==> src/rtl/uart_irq_pkg.sv <==
package uart_irq_pkg;

    typedef enum logic [2:0] {
        SRC_NONE,
        SRC_LINE,
        SRC_RXDATA,
        SRC_TIMEOUT,
        SRC_TXEMPTY,
        SRC_MODEM
    } src_e;

    localparam logic [2:0] A_TXDATA    = 3'd0;
    localparam logic [2:0] A_ENABLE    = 3'd1;
    localparam logic [2:0] A_IDENT     = 3'd2;
    localparam logic [2:0] A_MODEMCTL  = 3'd4;
    localparam logic [2:0] A_LINESTAT  = 3'd5;
    localparam logic [2:0] A_MODEMSTAT = 3'd6;

    function automatic logic [3:0] ident_code(src_e s);
        logic [3:0] c;
        unique case (s)
            SRC_LINE:    c = 4'h6;
            SRC_RXDATA:  c = 4'h4;
            SRC_TIMEOUT: c = 4'hC;
            SRC_TXEMPTY: c = 4'h2;
            SRC_MODEM:   c = 4'h0;
            default:     c = 4'h1;
        endcase
        return c;
    endfunction

endpackage

==> src/rtl/uart_irq_sources.sv <==
module uart_irq_sources (
    input  logic clk,
    input  logic rst_n,
    input  logic line_evt,
    input  logic modem_evt,
    input  logic tx_empty,
    input  logic thre_en,
    input  logic clr_line,
    input  logic clr_modem,
    input  logic clr_thre,
    output logic line_pend,
    output logic modem_pend,
    output logic thre_pend
);
    logic tx_empty_q;
    logic thre_en_q;
    logic thre_set;

    // Rising edge of the empty level, or the enable rising while empty
    assign thre_set = (tx_empty && !tx_empty_q) || (tx_empty && thre_en && !thre_en_q);

    always_ff @(posedge clk or negedge rst_n) begin
        if (!rst_n) begin
            line_pend  <= 1'b0;
            modem_pend <= 1'b0;
            thre_pend  <= 1'b0;
            tx_empty_q <= 1'b0;
            thre_en_q  <= 1'b0;
        end else begin
            tx_empty_q <= tx_empty;
            thre_en_q  <= thre_en;
            // A new event beats a clearing access in the same cycle
            if (line_evt)       line_pend <= 1'b1;
            else if (clr_line)  line_pend <= 1'b0;
            if (modem_evt)      modem_pend <= 1'b1;
            else if (clr_modem) modem_pend <= 1'b0;
            if (thre_set)       thre_pend <= 1'b1;
            else if (clr_thre)  thre_pend <= 1'b0;
        end
    end
endmodule

==> src/rtl/uart_irq_arbiter.sv <==
module uart_irq_arbiter
    import uart_irq_pkg::*;
(
    input  logic       clk,
    input  logic       rst_n,
    input  logic       line_req,
    input  logic       rx_req,
    input  logic       cto_req,
    input  logic       tx_req,
    input  logic       ms_req,
    output src_e       state,
    output logic [3:0] code
);
    src_e state_d;

    always_ff @(posedge clk or negedge rst_n) begin
        if (!rst_n) state <= SRC_NONE;
        else        state <= state_d;
    end

    // Transition: from any state to the highest-priority active request
    always_comb begin
        priority casez ({line_req, rx_req, cto_req, tx_req, ms_req})
            5'b1????: state_d = SRC_LINE;
            5'b01???: state_d = SRC_RXDATA;
            5'b001??: state_d = SRC_TIMEOUT;
            5'b0001?: state_d = SRC_TXEMPTY;
            5'b00001: state_d = SRC_MODEM;
            default:  state_d = SRC_NONE;
        endcase
    end

    always_comb begin
        code = ident_code(state);
    end
endmodule

==> src/rtl/uart_irq_regs.sv <==
module uart_irq_regs
    import uart_irq_pkg::*;
(
    input  logic       clk,
    input  logic       rst_n,
    input  logic [2:0] addr,
    input  logic       wr_en,
    input  logic [7:0] wdata,
    input  logic [7:0] ident_byte,
    output logic [3:0] ier,
    output logic [7:0] mcr,
    output logic [7:0] rdata
);
    always_ff @(posedge clk or negedge rst_n) begin
        if (!rst_n) begin
            ier <= '0;
            mcr <= '0;
        end else if (wr_en) begin
            if (addr == A_ENABLE)   ier <= wdata[3:0];
            if (addr == A_MODEMCTL) mcr <= wdata;
        end
    end

    always_comb begin
        unique case (addr)
            A_ENABLE:   rdata = {4'h0, ier};
            A_IDENT:    rdata = ident_byte;
            A_MODEMCTL: rdata = mcr;
            default:    rdata = 8'h00;
        endcase
    end
endmodule

==> src/rtl/uart_irq_ident.sv <==
module uart_irq_ident
    import uart_irq_pkg::*;
#(
    parameter int LVL_W = 5
) (
    input  logic             clk,
    input  logic             rst_n,
    input  logic [2:0]       addr,
    input  logic             rd_en,
    input  logic             wr_en,
    input  logic [7:0]       wdata,
    output logic [7:0]       rdata,
    input  logic             line_err,
    input  logic [LVL_W-1:0] rx_level,
    input  logic [LVL_W-1:0] rx_trig,
    input  logic             rx_timeout,
    input  logic             tx_empty,
    input  logic             modem_chg,
    input  logic             fifo_en,
    output logic             irq
);
    localparam int GATE_BIT = 3;

    logic [3:0] ier;
    logic [7:0] mcr;
    logic       line_pend, modem_pend, thre_pend;
    src_e       state;
    logic [3:0] code;
    logic [7:0] ident_byte;
    logic       ident_rd;

    assign ident_rd   = rd_en && (addr == A_IDENT);
    assign ident_byte = {fifo_en ? 2'b11 : 2'b00, 2'b00, code};

    uart_irq_sources u_src (
        .clk       (clk),
        .rst_n     (rst_n),
        .line_evt  (line_err),
        .modem_evt (modem_chg),
        .tx_empty  (tx_empty),
        .thre_en   (ier[1]),
        .clr_line  (rd_en && (addr == A_LINESTAT)),
        .clr_modem (rd_en && (addr == A_MODEMSTAT)),
        .clr_thre  ((wr_en && (addr == A_TXDATA)) || (ident_rd && (state == SRC_TXEMPTY))),
        .line_pend (line_pend),
        .modem_pend(modem_pend),
        .thre_pend (thre_pend)
    );

    uart_irq_arbiter u_arb (
        .clk     (clk),
        .rst_n   (rst_n),
        .line_req(ier[2] && line_pend),
        .rx_req  (ier[0] && (rx_level >= rx_trig)),
        .cto_req (ier[0] && rx_timeout),
        .tx_req  (ier[1] && thre_pend),
        .ms_req  (ier[3] && modem_pend),
        .state   (state),
        .code    (code)
    );

    uart_irq_regs u_regs (
        .clk       (clk),
        .rst_n     (rst_n),
        .addr      (addr),
        .wr_en     (wr_en),
        .wdata     (wdata),
        .ident_byte(ident_byte),
        .ier       (ier),
        .mcr       (mcr),
        .rdata     (rdata)
    );

    assign irq = mcr[GATE_BIT] && (state != SRC_NONE);
endmodule

==> config.mk <==
export PLATFORM = sky130hd
export DESIGN_NAME = uart_irq_ident
export DESIGN_NICKNAME = d
export VERILOG_FILES = /design/src/rtl/uart_irq_pkg.sv /design/src/rtl/uart_irq_sources.sv /design/src/rtl/uart_irq_arbiter.sv /design/src/rtl/uart_irq_regs.sv /design/src/rtl/uart_irq_ident.sv
export SDC_FILE = /design/constraint.sdc
export NUM_CORES = 1
export LEC_CHECK = 0
export ABC_AREA = 1
export BUFFER_PORTS_ARGS = -buffer_cell sky130_fd_sc_hd__buf_4
export CORE_MARGIN = 1.5
export CORE_UTILIZATION = 44
export DETAILED_ROUTE_END_ITERATION = 16
export GPL_TIMING_DRIVEN = 0
export PLACE_DENSITY = 0.84
export SYNTH_ARGS = -nofsm -noshare
export SYNTH_HDL_FRONTEND = slang
export SYNTH_SLANG_ARGS = --single-unit
==> constraint.sdc <==
create_clock -name clk -period 0.9 [get_ports clk]
set_input_delay 0.135 -clock clk [delete_from_list [all_inputs] [get_ports clk]]
set_output_delay 0.135 -clock clk [all_outputs]
set_load 0.02 [all_outputs]
# Word-level counts from Yosys, hierarchy flattened
# Cells that the tools add are included.
# op_classes
n_eq_ne,14
n_lt_le_gt_ge,1
reduce_logical,25
muxes,10
# ops
op,count
$pmux W8 S3,1
$pmux W4 S5,1
$eq A3 B3 Y1 const B,5
$pmux W3 S5,1
$logic_and A1 B1 Y1,14
$eq A3 B1 Y1 const B,3
$eq A3 B2 Y1 const B,3
$mux W1,6
$reduce_bool A2 Y1,3
$eq A5 B1 Y1 const B,1
$ge A5 B5 Y1,1
$eq A4 B1 Y1 const B,1
$reduce_and A2 Y1,2
$logic_not A3 Y1,1
$reduce_bool A3 Y1,1
$eq A2 B1 Y1 const B,1
$logic_not A1 Y1,2
$logic_or A1 B1 Y1,2
$mux W2,1
# word_totals
wordCells,58
out_inout_bits,9
ff_bits,20

# Longest topological paths before layout
# Gate-level depths: netlist (run 1).
# logic_depth
ltp_word,6
depth_mapped,9

# Modules after synthesis
# A second synthesis (run 1) with hierarchy kept.
# hier_totals
hier_cells,179
area_unflattened_um2,1278.7
# by_module_without_submodules
module,n_inst,cells_per_inst,area_per_inst_um2,seq_area_each_um2
uart_irq_regs,1,90,698.2,300.3
uart_irq_ident,1,47,232.7,0.0
uart_irq_sources,1,16,176.4,125.1
uart_irq_arbiter,1,26,171.4,75.1

# Least setup slack after synthesis (run 1)
# No wires, ideal clock.
# synth_path
path_kind,input -> output
startpoint,in addr[1]
endpoint,out rdata[6]
path_stages,4
required_time_ns,0.765
arrival_time_ns,1.080
path_slack_ns,-0.315
cell_sequence,inv_1 -> nor3_1 -> inv_1 -> o21ai_0
# synth_between
elab_chain_len,2
word_cells_on_any_way,4
cone_classes,eq/ne: 3; mux: 1
# synth_rtl
element,line,source
from (decl),uart_irq_ident.sv:8,"input logic [2:0] addr,"
$eq A3 B3 Y1 (tied with other cells),uart_irq_regs.sv:25,unique case (addr)
$pmux W8 S3 *,uart_irq_regs.sv:25,
to (decl),uart_irq_ident.sv:12,"output logic [7:0] rdata,"
# Every way passes the cells marked *; elsewhere a longest branch is shown, timed or not.

# Worst setup path after layout (run 1)
# layout_path
startpoint,reg u_arb.state[0]
endpoint,out rdata[0]
# layout_between
elab_chain_len,3
word_cells_on_any_way,7
cone_classes,eq/ne: 5; mux: 2
# layout_rtl
element,line,source
from (decl),uart_irq_arbiter.sv:11,"output src_e state,"
from (signal assigned),uart_irq_arbiter.sv:18,else state <= state_d;
$eq A3 B3 Y1 (tied with other cells),uart_irq_pkg.sv:21,unique case (s)
$pmux W4 S5 *,uart_irq_pkg.sv:21,
$pmux W8 S3 *,uart_irq_regs.sv:25,
# Marks and branches as above.

==> results of run 1 <==
[metal layers]
layer / share of wire / vias up
met5: 0 / -
met1: 0.39 / 502
met2: 0.55 / 37
met4: 0.019 / 0
met3: 0.035 / 7
li1: - / 554
[flip-flops by register name (all words and copies together), names as in the netlist]
| name | flops |
|---|---|
| u_arb.state | 3 |
| u_regs.ier | 4 |
| u_regs.mcr | 8 |
| u_src.line_pend | 1 |
| u_src.modem_pend | 1 |
| u_src.thre_en_q | 1 |
| u_src.thre_pend | 1 |
| u_src.tx_empty_q | 1 |
[cell usage after synthesis, drive strengths merged]
library cell,count,area (sq um)
o211ai,2,15.01
mux2,2,22.52
and3,1,6.260
nand3b,1,7.510
nand3,10,50.05
dfrtp,20,500.5
o221ai,1,8.760
nand4,1,6.260
nor3,1,5.000
nand2,37,148.9
o21ai,13,65.06
nor2,9,36.29
ha,5,62.56
a21oi,6,30.03
inv,25,93.84
a21o,2,15.01
a31oi,1,6.260
buf,1,11.26
[logic make-up (layout without fill, tap and decap cells)]
logic type / count (synthesis) / after routing
flip-flops: 20 / 20
buffers and inverters: 26 / 82
AND/OR/NAND/NOR: 60 / 60
multiplexers: 2 / 2
adder cells (fa/ha/maj): 5 / 5
AO/OA/AOI/OAI: 25 / 25
[how the worst max path moves through the flow]
stage                         startpoint             to  slack, ps  depth (start not counted)
after CTS                 u_arb.state[1]       rdata[0]       -510                          5
after detailed placement         addr[1]  u_regs.ier[0]       -410                          7
after floorplan           u_arb.state[1]       rdata[1]       -150                          3
after global routing      u_arb.state[1]       rdata[1]       -630                          4
final                     u_arb.state[0]       rdata[0]       -530                          4
after global placement           addr[1]       rdata[3]       -340                          7
[metrics by stage]
step | TNS, ps | std cells | total power, mW | hold WS [ps]
after floorplan | -569.4 | 138 | 1.584 | -160.6
after global placement | -5305 | 204 | 1.849 | 22.45
after detailed placement | -6035 | 204 | 1.891 | 24.26
after CTS | -3341 | 218 | 2.776 | 6.254
after global routing | -4161 | 222 | 3.045 | 34.78
final | -3419 | 222 | 2.879 | 51.76
[final cells by class]
class                           instances  area, sq um
Sequential cell                        20        500.5
Fill cell                             157        496.7
Buffer                                  1        11.26
Clock buffer                            3        22.52
Inverter                               25        121.4
Tap cell                               28        35.03
Clock inverter                          1        30.03
Multi-Input combinational cell         92        631.9
Timing Repair Buffer                   52        426.7
[worst reg2reg max path: cells and delay by family, from the launching register on]
kind | cells | cell delay (ps)
buffers and inverters | 2 | 220
flip-flops | 1 | 410
AND/OR/NAND/NOR | 4 | 270
[what timing repair did]
item / in CTS / in global routing
endpoints found under the hold margin: 22 / 1
setup endpoints to repair: 15 / 17
pin swaps: 8 / 7
gates resized for setup: 13 / 15
setup buffers: 7 / 4
hold buffers: 3 / 1
[where the power goes]
part           internal, mW  leakage, nW  switching (mW)
combinational         0.484        0.636           0.482
sequential             1.05        0.236           0.116
clock                 0.451       0.0279           0.292
==> results.toml, run 1 <==
[global_route]
antenna_found_initial = 0
grt_pass1_vias = 1086
grt_max_degree = 21
overflow = 0
grt_use_met1 = 0.2527
use_met3 = 0.04857
grt_usage = 0.2331
grt_use_met2 = 0.4354
grt_first_pass_wirelength_microns = 4616
busiest_layer = "met2"

[route]
viasPerCell = 4.955
detail-route-antenna-nets = 0
drtPass1Iterations = 4
wl_microns = 2898
drtIter0Drc = 16
vias = 1100
drc = 0
wl_per_cell_microns = 13.05

[finish]
final_nets = 230
layout_commonest_cell = "buf_4"
drive_gt1_frac = 0.4639
final_util = 0.7817
num_antenna_cells = 0
mostFrequentLayoutCells = "buf_4 (41), nand2_1 (31), dfrtp_1 (20), inv_1 (13)"
post-route-cell-area_sq_um = 1779
syn_to_final_growth_pct = 63.07

[worst_setup_path]
regToRegEndpoint = "u_src.thre_pend"
crit_path_max_incr_delay_ps = 430
crit_path_end_kind = "output pin"
cp_slowest_cell = "dfrtp_1"
rr_startpoint = "u_arb.state[2]"
crit_chain = "o21ai_2 -> o211ai_1 -> nand3_2 -> buf_6"
cp_data_arrival_time_ps = 1290
cp_num_buf_inv = 1
setup.worst_path.class = "reg2out"
crit_required_ps = 760
reg2reg_setup_slack_ps = -90
worstSetupStartpointType = "flop"
reg2reg_depth = 6
critPathTopFamily = "flip-flops"
path_max_fanout = 3

[power]
p_per_area_nw_per_um2 = 1618
p_leak_nw = 0.9001
vdd_drop_max_mv = 1.203

[synthesis]
synth_xor_area_frac = 0
syn_area_sq_um = 1091
synth_simple_gate_area_frac = 0.2385
synth_top_family_by_area = "simple AND/OR/NAND/NOR gates"
yosysUniqueCellTypes = 23
ys_seq_area_frac = 0.4587
synthAdderAreaFrac = 0.05734
netlist_instances = 138
ys_ff_latch = 20
synth_nets = 173
ys_warn_count = 0
synth_area_per_cell_sq_um = 7.906
synth_mux_area_frac = 0.02064
synth_compound_area_frac = 0.1284

[clock_tree]
htreeDepth = 1
cts_buffers = 3
cts-root-buf = "clkbuf_4"
clk_latency_ps = 310
path_clk_slew_ps = 120
cts_tree = "done"
clock_sinks = 20
clockBufferDepth = 2

[sta]
finalSetupViolCount = 10
finalHoldViolations = 0
timing.final.crit_period_ps = 1427
fin_ws_ps = -526.6
drv_slew = 0
max_clock_freq_ghz = 0.7010
worst_slew_pin_slew_ps = 280.7
relSlewSlack = 0.8120
rsz0062_at_grt = "yes"
skew_ps = 9.510
fin_crit_sh = 1.585

[floorplan]
die-area_sq_um = 2787
core_area_sq_um = 2276
core.rowCount = 17
die_h_microns = 52.80
pin_count = 39
initial_core_util = 0.4794
die_width_microns = 52.80

[placement]
place_congestion = 0.8593
port_buffers = 38
dp_slack_ps = -406.8
place_area_sq_um = 1531
hpwl_microns = 2067

[flow_run]
cap_violations = 0

[hold_path]
holdPathEnd = "u_regs.mcr[6]"
hp-class = "in2reg"
min_from = "wdata[6]"
whs_path_depth = 2

[status]
violations = "setup timing"
status = "finished, violations left"
Note: power is estimated with default switching activity, not from simulation.
==> run 2, diff against run 1 <==
- PLACE_DENSITY: 0.84 -> 0.75
- REMOVE_ABC_BUFFERS: not set -> 1
- SKIP_CTS_REPAIR_TIMING: not set -> 1
==> results.toml, run 2 (same netlist as run 1, synthesis figures left out) <==
[status]
status = "finished, violations left"
violations = "setup timing"

[worst_setup_path]
crit_required_ps = 760
worstSetupStartpointType = "flop"
path_max_fanout = 3
cp_slowest_cell = "dfrtp_1"
crit_path_max_incr_delay_ps = 440
cp_data_arrival_time_ps = 1370
crit_chain = "buf_4 -> o211ai_1 -> nand3_1 -> buf_6"
crit_path_end_kind = "output pin"
setup.worst_path.class = "reg2out"

[clock_tree]
cts_buffers = 3
htreeDepth = 1
clk_latency_ps = 300
cts-root-buf = "clkbuf_4"
clockBufferDepth = 2
clock_sinks = 20
cts_tree = "done"
path_clk_slew_ps = 120

[floorplan]
pin_count = 39
die_h_microns = 52.80
die-area_sq_um = 2787
initial_core_util = 0.4794
core.rowCount = 17
die_width_microns = 52.80
core_area_sq_um = 2276

[finish]
num_antenna_cells = 0
top_register = "u_regs.mcr"
fillers = 175
layout.cells.non_filler = 215
largest_reg_flops = 8
seqCellArea_sq_um = 500.5
multiInputGateArea_sq_um = 586.8
top_regs = "u_regs.mcr x8, u_regs.ier x4, u_arb.state x3"
drive_gt1_frac = 0.4171
mostFrequentLayoutCells = "buf_4 (39), nand2_1 (30), dfrtp_1 (20), inv_1 (18), nand3_1 (7)"
final_nets = 223
final_util = 0.7207
syn_to_final_growth_pct = 50.34
post-route-cell-area_sq_um = 1640
layout_commonest_cell = "buf_4"

[route]
viasPerCell = 5.074
vias = 1091
drc = 0
detail-route-antenna-nets = 0
drtIter0Drc = 10
wl_microns = 2863
drtPass1Iterations = 4
wl_per_cell_microns = 13.32

[sta]
max_clock_freq_ghz = 0.6631
skew_ps = 3.322
drv_slew = 0
worst_slew_pin_slew_ps = 285.6
finalSetupViolCount = 10
finalSetupTns_ps = -3518
timing.final.crit_period_ps = 1508
fin_ws_ps = -608.0
finalHoldViolations = 0
relSlewSlack = 0.8090
rsz0062_at_grt = "yes"
fin_crit_sh = 1.676

[placement]
port_buffers = 38
dp_slack_ps = -546.1
dp.cells = 203
place_area_sq_um = 1400
hpwl_microns = 1928
place_congestion = 0.9052

[power]
seq_power_share = 0.423
pwr-share-comb = 0.311
clockPowerShare = 0.266
p_int_mw = 1.921
p_per_area_nw_per_um2 = 1708
p_sw_mw = 0.8804
p_leak_nw = 0.8471
p_sw_frac = 0.3143
vdd_drop_max_mv = 1.456

[global_route]
grt_first_pass_wirelength_microns = 4098
antenna_found_initial = 0
grt_pass1_vias = 1015
grt_usage = 0.1990
overflow = 0
grt_max_degree = 21

[hold_path]
hp-class = "in2reg"

[flow_run]
cap_violations = 0
==> run 2: routing by layer <==
metal / track usage / share of wire / vias up
met2: 0.3583 / 0.52 / 30
met3: 0.01714 / 0.030 / 6
met1: 0.2482 / 0.43 / 509
met4: 0.06410 / 0.021 / 0
met5: 0 / 0 / -
li1: - / - / 546
==> run 2: area by class of cell <==
class,instances,share of cell area
multi-input combinational,92,0.3577
sequential,20,0.3051
timing repair buffer,46,0.2250
inverter,25,0.05873
tap,28,0.02136
clock inverter,1,0.01831
clock buffer,3,0.01373
==> run 2: through the flow <==
step | power, mW | hold slack [ps]
global placement | 1.777 | 29.58
CTS | 2.553 | -306.8
detailed placement | 1.812 | 29.42
floorplan | 1.526 | -160.6
finish | 2.801 | 3.356
global route | 2.946 | 11.09
==> run 2: worst max-delay path, delay by kind of cell, from the launching register on <==
kind	cells	cell delay [ps]
buffers and inverters	2	310
AO/OA/AOI/OAI	1	190
AND/OR/NAND/NOR	1	140
flip-flops	1	440
==> run 2: worst paths after layout <==
path,from,cells past startpoint,slack (ps),to
min in group asynchronous,rst_n,2,230,u_regs.ier[3]
max in group asynchronous,rst_n,2,460,u_src.line_pend
hold reg to reg,u_src.line_pend,1,490,u_src.line_pend
setup reg to reg,u_arb.state[0],7,-250,u_src.thre_pend
setup / recovery,u_arb.state[2],4,-610,rdata[0]
hold / removal,line_err,2,3,u_src.line_pend
==> run 2: power groups by stage <==
stage	Combinational (mW)	Clock (mW)	Sequential, mW
CTS	0.646	0.749	1.16
global route	0.962	0.785	1.20
detailed placement	0.637	0	1.17
global placement	0.610	0	1.17
floorplan	0.383	0	1.14
finish	0.871	0.745	1.18
